`config.mk`:
```
export PLATFORM = sky130hd
export DESIGN_NAME = gemm_tile_engine
export DESIGN_NICKNAME = d
export VERILOG_FILES = /design/src/rtl/gemm_tile_pkg.sv /design/src/rtl/gemm_tile_buf.sv /design/src/rtl/gemm_mac_stage.sv /design/src/rtl/gemm_add_stage.sv /design/src/rtl/gemm_tile_engine.sv
export SDC_FILE = /design/constraint.sdc
export NUM_CORES = 2
export LEC_CHECK = 0
export BUFFER_PORTS_ARGS = -buffer_cell sky130_fd_sc_hd__buf_2
export CORE_UTILIZATION = 35
export DETAILED_ROUTE_END_ITERATION = 12
export PLACE_DENSITY = 0.6
export SYNTH_ARGS = -nofsm -noshare
export SYNTH_HDL_FRONTEND = slang
export SYNTH_SLANG_ARGS = --single-unit
```
`constraint.sdc`:
```
create_clock -name clk -period 16.7 [get_ports clk]
set_input_delay 3.34 -clock clk [delete_from_list [all_inputs] [get_ports clk]]
set_output_delay 3.34 -clock clk [all_outputs]
set_load 0.05 [all_outputs]
```
`src/rtl/gemm_tile_pkg.sv`:
```
package gemm_tile_pkg;
  parameter int DATA_W = 16;
  parameter int ACC_W  = 32;
  parameter int FRAC   = 8;

  typedef logic signed [DATA_W-1:0] dat_t;
  typedef logic signed [ACC_W-1:0]  acc_t;
  typedef enum logic [1:0] {ST_IDLE, ST_LOAD, ST_MAC, ST_OUT} state_t;

  // full-width signed product of two operands
  function automatic acc_t mul_raw(input dat_t a, input dat_t b);
    acc_t t;
    t = a * b;
    return t;
  endfunction

  // alpha times tile product, arithmetic shift back to the product scale
  function automatic acc_t scale_alpha(input dat_t a, input acc_t p);
    logic signed [DATA_W+ACC_W-1:0] wide;
    wide = a * p;
    return acc_t'(wide >>> FRAC);
  endfunction

  // fold beta times the prior element into the accumulated value
  function automatic acc_t merge_beta(input acc_t r, input dat_t b, input dat_t c);
    return r + mul_raw(b, c);
  endfunction

  // round half up, drop the fraction, clamp to the output range
  function automatic dat_t round_sat(input acc_t f);
    logic signed [ACC_W:0] t;
    logic signed [ACC_W:0] s;
    t = $signed({f[ACC_W-1], f}) + $signed((ACC_W+1)'(2 ** (FRAC - 1)));
    s = t >>> FRAC;
    if (&s[ACC_W:DATA_W-1] || ~|s[ACC_W:DATA_W-1])
      return dat_t'(s[DATA_W-1:0]);
    else if (s[ACC_W])
      return {1'b1, {(DATA_W-1){1'b0}}};
    else
      return {1'b0, {(DATA_W-1){1'b1}}};
  endfunction
endpackage

```
`src/rtl/gemm_tile_buf.sv`:
```
module gemm_tile_buf
  import gemm_tile_pkg::*;
#(
  parameter int TILE = 4
) (
  input  logic                          clk,
  input  logic                          wr_en,
  input  logic [1:0]                    wr_sel,
  input  logic [2*$clog2(TILE)-1:0]     wr_addr,
  input  dat_t                          wr_data,
  input  logic [2*$clog2(TILE)-1:0]     a_addr,
  input  logic [2*$clog2(TILE)-1:0]     b_addr,
  input  logic [2*$clog2(TILE)-1:0]     c_addr,
  output dat_t                          a_data,
  output dat_t                          b_data,
  output dat_t                          c_data
);
  localparam int IW    = 2 * $clog2(TILE);
  localparam int N     = TILE * TILE;
  localparam int BANKS = 3;

  logic [IW-1:0] rd_addr [BANKS];
  dat_t          rd_data [BANKS];

  assign rd_addr[0] = a_addr;
  assign rd_addr[1] = b_addr;
  assign rd_addr[2] = c_addr;

  // one register bank per operand tile: bank 0 = A, 1 = B, 2 = prior C
  for (genvar g = 0; g < BANKS; g++) begin : g_bank
    dat_t mem [N];
    always_ff @(posedge clk) begin
      if (wr_en && wr_sel == 2'(g))
        mem[wr_addr] <= wr_data;
    end
    assign rd_data[g] = mem[rd_addr[g]];
  end

  assign a_data = rd_data[0];
  assign b_data = rd_data[1];
  assign c_data = rd_data[2];
endmodule

```
`src/rtl/gemm_mac_stage.sv`:
```
module gemm_mac_stage
  import gemm_tile_pkg::*;
#(
  parameter int TILE = 4
) (
  input  logic                      clk,
  input  logic                      rst_n,
  input  logic                      go,
  input  dat_t                      alpha,
  output logic [2*$clog2(TILE)-1:0] a_addr,
  output logic [2*$clog2(TILE)-1:0] b_addr,
  input  dat_t                      a_data,
  input  dat_t                      b_data,
  output logic                      out_valid,
  output logic [2*$clog2(TILE)-1:0] out_idx,
  output acc_t                      out_val
);
  localparam int CW = $clog2(TILE);
  localparam int IW = 2 * CW;
  localparam logic [CW-1:0] KMAX = CW'(TILE - 1);

  logic          run;
  logic [CW-1:0] ci, cj, ck;

  // stage 1: operand product
  logic          v1, kf1, kl1;
  logic [IW-1:0] idx1;
  acc_t          prod1;
  // stage 2: running dot product
  logic          v2;
  logic [IW-1:0] idx2;
  acc_t          sum2;

  assign a_addr = {ci, ck};
  assign b_addr = {ck, cj};

  // issue loop: k innermost, one operand pair per cycle
  always_ff @(posedge clk or negedge rst_n) begin
    if (!rst_n) begin
      run <= 1'b0;
      ci  <= '0;
      cj  <= '0;
      ck  <= '0;
    end else if (go) begin
      run <= 1'b1;
      ci  <= '0;
      cj  <= '0;
      ck  <= '0;
    end else if (run) begin
      ck <= ck + 1'b1;
      if (ck == KMAX) begin
        ck <= '0;
        cj <= cj + 1'b1;
        if (cj == KMAX) begin
          cj <= '0;
          ci <= ci + 1'b1;
          if (ci == KMAX) run <= 1'b0;
        end
      end
    end
  end

  always_ff @(posedge clk or negedge rst_n) begin
    if (!rst_n) begin
      v1        <= 1'b0;
      kf1       <= 1'b0;
      kl1       <= 1'b0;
      idx1      <= '0;
      prod1     <= '0;
      v2        <= 1'b0;
      idx2      <= '0;
      sum2      <= '0;
      out_valid <= 1'b0;
      out_idx   <= '0;
      out_val   <= '0;
    end else begin
      v1    <= run;
      kf1   <= (ck == '0);
      kl1   <= (ck == KMAX);
      idx1  <= {ci, cj};
      prod1 <= mul_raw(a_data, b_data);

      v2 <= v1 && kl1;
      if (v1) begin
        sum2 <= kf1 ? prod1 : sum2 + prod1;
        idx2 <= idx1;
      end

      out_valid <= v2;
      out_idx   <= idx2;
      out_val   <= scale_alpha(alpha, sum2);
    end
  end
endmodule

```
`src/rtl/gemm_add_stage.sv`:
```
module gemm_add_stage
  import gemm_tile_pkg::*;
#(
  parameter int TILE = 4
) (
  input  logic                      clk,
  input  logic                      rst_n,
  input  logic                      clr,
  input  logic                      wr,
  input  logic [2*$clog2(TILE)-1:0] wr_idx,
  input  acc_t                      wr_val,
  input  logic [2*$clog2(TILE)-1:0] rd_idx,
  output acc_t                      rd_val
);
  localparam int IW = 2 * $clog2(TILE);
  localparam int N  = TILE * TILE;
  localparam logic [IW-1:0] LAST_IDX = IW'(N - 1);

  acc_t acc_mem [N];
  logic fresh;

  // fresh marks a result tile whose stored words are stale and read as zero
  always_ff @(posedge clk or negedge rst_n) begin
    if (!rst_n)
      fresh <= 1'b1;
    else if (clr)
      fresh <= 1'b1;
    else if (wr && wr_idx == LAST_IDX)
      fresh <= 1'b0;
  end

  always_ff @(posedge clk) begin
    if (wr)
      acc_mem[wr_idx] <= (fresh ? '0 : acc_mem[wr_idx]) + wr_val;
  end

  assign rd_val = acc_mem[rd_idx];
endmodule

```
`src/rtl/gemm_tile_engine.sv`:
```
module gemm_tile_engine
  import gemm_tile_pkg::*;
#(
  parameter int TILE = 4
) (
  input  logic        clk,
  input  logic        rst_n,
  input  logic        start,
  input  logic [15:0] alpha,
  input  logic [15:0] beta,
  input  logic        last_k,
  output logic        busy,
  input  logic [15:0] s_tdata,
  input  logic        s_tvalid,
  output logic        s_tready,
  output logic [15:0] m_tdata,
  output logic        m_tvalid,
  input  logic        m_tready,
  output logic        m_tlast,
  output logic        done
);
  localparam int IW = 2 * $clog2(TILE);
  localparam int N  = TILE * TILE;
  localparam int LW = IW + 2;
  localparam logic [IW-1:0] LAST_IDX = IW'(N - 1);
  localparam logic [LW-1:0] LD_TWO   = LW'(2 * N - 1);
  localparam logic [LW-1:0] LD_THREE = LW'(3 * N - 1);

  state_t        state;
  dat_t          alpha_q, beta_q;
  logic          last_q;
  logic [LW-1:0] ld_cnt;
  logic [IW-1:0] out_idx;
  logic          done_q;

  // named internal events, also observed by the checker
  logic          ld_fire, ld_final, mac_go;
  logic          add_wr;
  logic [IW-1:0] add_idx;
  acc_t          add_val;
  logic          out_fire, acc_clr;

  logic [IW-1:0] a_addr, b_addr;
  dat_t          a_data, b_data, c_data;
  acc_t          acc_rd;

  assign ld_fire  = (state == ST_LOAD) && s_tvalid;
  assign ld_final = ld_cnt == (last_q ? LD_THREE : LD_TWO);
  assign mac_go   = ld_fire && ld_final;
  assign out_fire = (state == ST_OUT) && m_tready;
  assign acc_clr  = out_fire && (out_idx == LAST_IDX);

  always_ff @(posedge clk or negedge rst_n) begin
    if (!rst_n) begin
      state   <= ST_IDLE;
      alpha_q <= '0;
      beta_q  <= '0;
      last_q  <= 1'b0;
      ld_cnt  <= '0;
      out_idx <= '0;
      done_q  <= 1'b0;
    end else begin
      done_q <= 1'b0;
      unique case (state)
        ST_IDLE: if (start) begin
          alpha_q <= dat_t'(alpha);
          beta_q  <= dat_t'(beta);
          last_q  <= last_k;
          ld_cnt  <= '0;
          state   <= ST_LOAD;
        end
        ST_LOAD: if (ld_fire) begin
          ld_cnt <= ld_cnt + 1'b1;
          if (ld_final) state <= ST_MAC;
        end
        ST_MAC: if (add_wr && add_idx == LAST_IDX) begin
          out_idx <= '0;
          state   <= last_q ? ST_OUT : ST_IDLE;
        end
        ST_OUT: if (out_fire) begin
          out_idx <= out_idx + 1'b1;
          if (out_idx == LAST_IDX) begin
            state  <= ST_IDLE;
            done_q <= 1'b1;
          end
        end
        default: state <= ST_IDLE;
      endcase
    end
  end

  gemm_tile_buf #(.TILE(TILE)) buf_i (
    .clk     (clk),
    .wr_en   (ld_fire),
    .wr_sel  (ld_cnt[LW-1:IW]),
    .wr_addr (ld_cnt[IW-1:0]),
    .wr_data (dat_t'(s_tdata)),
    .a_addr  (a_addr),
    .b_addr  (b_addr),
    .c_addr  (out_idx),
    .a_data  (a_data),
    .b_data  (b_data),
    .c_data  (c_data)
  );

  gemm_mac_stage #(.TILE(TILE)) mac_i (
    .clk       (clk),
    .rst_n     (rst_n),
    .go        (mac_go),
    .alpha     (alpha_q),
    .a_addr    (a_addr),
    .b_addr    (b_addr),
    .a_data    (a_data),
    .b_data    (b_data),
    .out_valid (add_wr),
    .out_idx   (add_idx),
    .out_val   (add_val)
  );

  gemm_add_stage #(.TILE(TILE)) add_i (
    .clk    (clk),
    .rst_n  (rst_n),
    .clr    (acc_clr),
    .wr     (add_wr),
    .wr_idx (add_idx),
    .wr_val (add_val),
    .rd_idx (out_idx),
    .rd_val (acc_rd)
  );

  assign busy     = (state != ST_IDLE);
  assign s_tready = (state == ST_LOAD);
  assign m_tvalid = (state == ST_OUT);
  assign m_tlast  = (state == ST_OUT) && (out_idx == LAST_IDX);
  assign m_tdata  = round_sat(merge_beta(acc_rd, beta_q, c_data));
  assign done     = done_q;
endmodule

```
* Word level (Yosys, flattened, before mapping)
Memories as Yosys holds them, arrays and structs flattened. Index checks and enable logic that the tools add are counted. Widths: inputs -> output; s select.
Storage, ports and cells: register bits after elaboration 167, RAM bits 1280, input bits 54, output and inout bits 21, logic and storage cells 134, memories 4
Operators by class: add/subtract/negate cells 9, multiply operators 3, equal/unequal tests 17, multiplexer cells 48, reduce and logical (&&, ||, !) cells 30
Memory list:
- add_i.acc_mem | words 16, width 32, rd ports 2, clocked after memory_dff 0, write ports 1, RTL line gemm_add_stage.sv:19 | acc_t acc_mem [N];
- buf_i.g_bank[0].mem | words 16, width 16, rd ports 1, clocked after memory_dff 0, write ports 1, RTL line gemm_tile_buf.sv:31 | dat_t mem [N];
- buf_i.g_bank[1].mem | words 16, width 16, rd ports 1, clocked after memory_dff 0, write ports 1, RTL line gemm_tile_buf.sv:31
- buf_i.g_bank[2].mem | words 16, width 16, rd ports 1, clocked after memory_dff 0, write ports 1, RTL line gemm_tile_buf.sv:31
Operators by type and width (number):
- $add 32x32->32 | 3
- $mul 16x16->32 | 2
- $mux 32 | 2
- $mul 16x32->40 | 1
- $mux 2 | 18
- $add 32x9->33 const B | 1
- $mux 16 | 2
- $mux 1 | 18
- $mux 6 | 3
- $reduce_bool 2->1 | 7
- $eq 2x2->1 const B | 6
- $pmux 6 s2 | 1
- $logic_and 1x1->1 | 10
- $reduce_and 10->1 | 1
- $reduce_or 10->1 | 1
- $reduce_and 3->1 | 3
- $eq 4x4->1 const B | 2
- $mux 4 | 2
- $ne 2x1->1 const B | 4
- $pmux 2 s4 | 1
- $pmux 4 s2 | 1
- $add 2x1->2 const B | 3
- $add 6x1->6 const B | 1
- $eq 6x6->1 | 1
- 8 further kinds | 13

* Longest topological paths before layout
An unclocked memory read counts as a cell.
depth after elaboration 8, depth in mapped cells 39, depth with buffers taken out 32

* By module
Synthesis repeated with hierarchy kept, for this count alone.
Second synthesis, totals: cells, all modules 7327, area total of the unflattened synthesis 98637.1 µm²
By module, submodules not included:
- gemm_mac_stage | instances 1, cells each 3329, area an instance 30307.8 µm², sequential area each 3002.9 µm²
- gemm_tile_buf | instances 1, cells each 1260, area an instance 29198.0 µm², sequential area each 23062.1 µm²
- gemm_add_stage | instances 1, cells each 1230, area an instance 25099.1 µm², sequential area each 15401.0 µm²
- gemm_tile_engine | instances 1, cells each 1508, area an instance 14032.2 µm², sequential area each 1151.1 µm²

* Least setup slack after synthesis
Ideal clock, no wire load.
path kind reg-to-output, start point reg out_idx[0], end point out m_tdata[12], arrival 10387 ps, data required time 13360 ps, setup slack 2973 ps, cell stages (with the launch flop) 38, buffers on the path 7, cells stage by stage dfrtp_1 > buf_6 > buf_2 > buf_2 > buf_1 > clkbuf_1 > mux2i_1 > a221oi_1 > a22oi_1 > nand2_1 > clkbuf_1 > nand2_1 > fa_1 > inv_1 > fa_1 > inv_1 > fa_1 > inv_1 > [... 2 more ...] > inv_1 > fa_1 > inv_1 > ha_1 > clkbuf_1 > nand4_1 > or2_1 > o221a_2 > o31ai_4 > o21a_1 > xnor2_1 > nor4_1 > nand3_1 > nor3b_2 > nand3_1 > o21a_1 > a311o_2 > a31oi_1
On the way: cells in the longest elaborated chain, start to end 8, elaborated cells on any way between the ends 11, classes of those cells add/sub: 2; mul: 1; mux: 2; reduce/logical: 4; memory: 2
Ends and longest elaborated chain:
- from (decl) | RTL line gemm_tile_engine.sv:33 | logic [IW-1:0] out_idx;
- from (signal assigned) | RTL line gemm_tile_engine.sv:81 | out_idx <= out_idx + 1'b1;
- $mem_v2 16x16
- $mul 16x16->32 | RTL line gemm_tile_pkg.sv:13 | t = a * b;
- $add 32x32->32 (*) | RTL line gemm_tile_pkg.sv:26 | return r + mul_raw(b, c);
- $add 32x9->33 (*) | RTL line gemm_tile_pkg.sv:33 | t = $signed({f[ACC_W-1], f}) + $signed((ACC_W+1)'(2 ** (FRAC - 1)));
- $reduce_or 10->1 | RTL line gemm_tile_pkg.sv:35 | if (&s[ACC_W:DATA_W-1] || ~|s[ACC_W:DATA_W-1])
- $logic_not 1->1 | RTL line gemm_tile_pkg.sv:35
- $logic_or 1x1->1 | RTL line gemm_tile_pkg.sv:35
- $mux 16 (*) | RTL line gemm_tile_pkg.sv:35
- to (decl) | RTL line gemm_tile_engine.sv:16 | output logic [15:0] m_tdata,
Every way passes the cells marked *; elsewhere a longest branch is shown, timed or not.

* Final worst setup path
start point reg out_idx[2], end point out m_tdata[2]
The elaborated chain is that of the path after synthesis.

==> results.yml <==
status:
  status: "finished clean"
clocking:
  h-tree-depth: 4
  clk_pin_slew_ns: 0.06
  numCtsBuffers: 154
  clock_latency_ns: 0.82
  cts_root_buf: "clkbuf_16"
  postCtsHoldBufs: 0
  clk_path_buf_depth: 3
  cts_tree: "done"
  clock-sinks: 1447
  post_cts_buffers: 0
  ctsResizeCount: 0
floorplanning:
  die_w_um: 528.5
  dieArea_um2: 279400
  initial_core_util_pct: 35.34
  fp.dieH_um: 528.5
  coreArea_um2: 274600
  rows: 192
  ios: 75
yosys:
  synth_ff_type: "edfxtp_1"
  synth_top_area_share_pct: 39.61
  async_flop_share_pct: 11.54
  synth_area_um2: 97040
  syn_inst: 7273
  ys_seq_area_share_pct: 43.92
  yosys-top-cells-area: "edfxtp_1 (40%), fa_1 (20%), mux4_2 (9.3%), ha_1 (4.5%), dfrtp_1 (4.3%)"
  synthDistinctLibCells: 94
  avgSynthCellArea_um2: 13.34
  yosysWarnings: 0
  synth_nets: 8642
  synth-seq-cells: 1447
  synth_largest_area_cell: "edfxtp_1"
  synth-edff-count: 1280
timing:
  min_period_ns: 14.79
  whs_ns: 0.3587
  slew_headroom_pct: 12.26
  tightest_slew_ns: 1.307
  hold_viol: 0
  finalSetupTns_ns: 0
  finalCritPeriodShare_pct: 88.54
  fin_skew_ns: 0.04928
  finalSetupViolations: 0
  max_freq_ghz: 0.06763
  rsz0062_at_grt: "false"
  maxSlewViolCount: 0
critical_path:
  worstSetupEndpointType: "primary output"
  critPathArrivalTime_ns: 11.45
  regToRegStartpoint: "mac_i.ck[0]$_DFFE_PN0P_"
  cp_num_buf_inv: 6
  slowest_delay_ns: 0.91
  slowest_stage: "nor2b_2"
  worstSetupPathType: "flop to primary output"
  crit_start: "out_idx[2]$_DFFE_PN0P_"
  critical_path_required_ns: 13.36
  worstSetupStartpointType: "flop"
  crit_fanout: 27
  path_delay_family: "adder cells"
  r2r_slack_ns: 7.32
  crit_path_frequent_cell: "fa_1"
final_layout:
  layoutNonFillerInstCount: 11130
  multiInputGateArea_um2: 49370
  synthToLayoutAreaGrowth_pct: 10.32
  register_area_um2: 42650
  drive_gt1_share_pct: 13.37
  final_util_pct: 38.99
  nFillCells: 25450
  final_nets: 8685
grt:
  grt_max_degree: 106
  grt_pass1_wl_um: 386300
  antenna_found_initial: 9
  grt_usage_pct: 18.27
  grt_pass1_vias: 62260
  overflow: 0
run:
  maxCapViolations: 0
detailed_routing:
  drc: 0
  wl_per_cell_um: 22.72
  antenna_left: 0
  dr.pass1.iters: 6
  vias: 58330
  initialDrtViolationCount: 4790
  avgViaCountPerCell: 5.240
  routed_wl_um: 252900
placed_design:
  port_buffers: 74
  place_inst: 10850
  gp_congestion: 0.8588
  post-dp-hpwl_um: 173000
hold_path:
  hp-start: "mac_i.v2$_DFF_PN0_"
  hold_path.class: "flop to flop"
-- worst paths after layout --
kind                       cells past startpoint                   endpoint
setup reg to reg                              28  mac_i.prod1[30]$_DFF_PN0_
hold reg to reg                                0  mac_i.out_valid$_DFF_PN0_
hold / removal                                 0  mac_i.out_valid$_DFF_PN0_
max in group asynchronous                      3     out_idx[0]$_DFFE_PN0P_
min in group asynchronous                      1    alpha_q[10]$_DFFE_PN0P_
setup / recovery                              31                 m_tdata[2]
-- synth_stat cells (all sizes together), types with 20 or more instances --
cell	count
xnor2	144
mux2	49
mux2i	214
nand2	705
a21o	49
fa	965
nor2b	86
clkbuf	273
buf	64
dfrtp	166
o22ai	31
nor2	319
edfxtp	1280
mux4	400
o21a	26
ha	350
xor2	51
nand2b	60
nand3	66
inv	1034
and2	288
a21oi	172
nor3	39
o221ai	64
a22oi	20
a221oi	39
o21ai	98
-- cells by family (layout without fill, tap and decap cells) --
| group | after synthesis | in the layout | share of synthesized area, % |
|---|---|---|---|
| other | 0 | 2 | 0 |
| buffers and inverters | 1372 | 1542 | 5.352 |
| AO/OA/AOI/OAI | 621 | 621 | 4.416 |
| flip-flops | 1447 | 1447 | 43.92 |
| adder cells (fa/ha/maj) | 1315 | 1315 | 24.42 |
| AND/OR/NAND/NOR | 1660 | 1660 | 8.065 |
| XOR/XNOR | 195 | 195 | 1.768 |
| multiplexers | 663 | 663 | 12.06 |
-- per-stage QoR --
stage / setup slack, ns / instance area, um2
finish: 1.915 / 107100
CTS: 1.894 / 107000
detailed placement: 2.784 / 102000
global placement: 2.973 / 102000
global route: 1.296 / 107100
floorplan: 2.973 / 97040
-- state kept, by name (all words and copies together) (netlist names), 2 cells and up --
name              flops
beta_q               16
mac_i.idx2            4
mac_i.ck              2
ld_cnt                6
add_i.acc_mem       512
mac_i.out_val        32
state                 2
mac_i.cj              2
mac_i.idx1            4
mac_i.ci              2
mac_i.sum2           32
mac_i.out_idx         4
mac_i.prod1          32
alpha_q              16
out_idx               4
buf_i.g_bank.mem    768
-- cell type report --
type                       count  share of cell area [%]
antenna                        2                0.004675
clock inverter                86                  0.8123
tap                         3686                   4.308
sequential                  1447                   39.84
timing repair buffer         224                   1.429
multi-input combinational   4454                   46.12
clock buffer                 197                   3.856
inverter                    1035                   3.629
-- metal layers --
metal / routed length [um] / global-route usage [%] / share of wire [%]
met5: 34 / 0 / 0.013
met4: 6763 / 5.322 / 2.7
met3: 15380 / 2.673 / 6.1
met2: 123200 / 30.53 / 49
met1: 107400 / 24.59 / 42
-- layout by cell type (no fill, tap or decap), types with 85 or more instances in the layout --
cell type | Yosys | routed
edfxtp_1 | 1280 | 1280
clkbuf_16 | 0 | 156
nor2_1 | 318 | 306
and2_1 | 288 | 288
a21oi_1 | 162 | 161
nor2b_1 | 86 | 85
buf_4 | 0 | 148
inv_1 | 1034 | 1032
mux4_2 | 400 | 400
mux2i_1 | 214 | 214
ha_1 | 350 | 350
nand2_1 | 705 | 703
dfrtp_1 | 166 | 151
xnor2_1 | 143 | 142
fa_1 | 965 | 965
-- worst register-to-register path: cells and delay by family, from the launching register on --
family,cells,cell delay [ns]
AOI/OAI and AO/OA,10,2.99
adders and majority gates,7,2.75
buffers and inverters,5,1.05
DFF,1,0.90
muxes,2,0.99
and+or+nand+nor,4,0.53
Power is left out: the tool's default activity adds up to more than one toggle a clock period on the data nets, which glitch-free logic cannot reach.
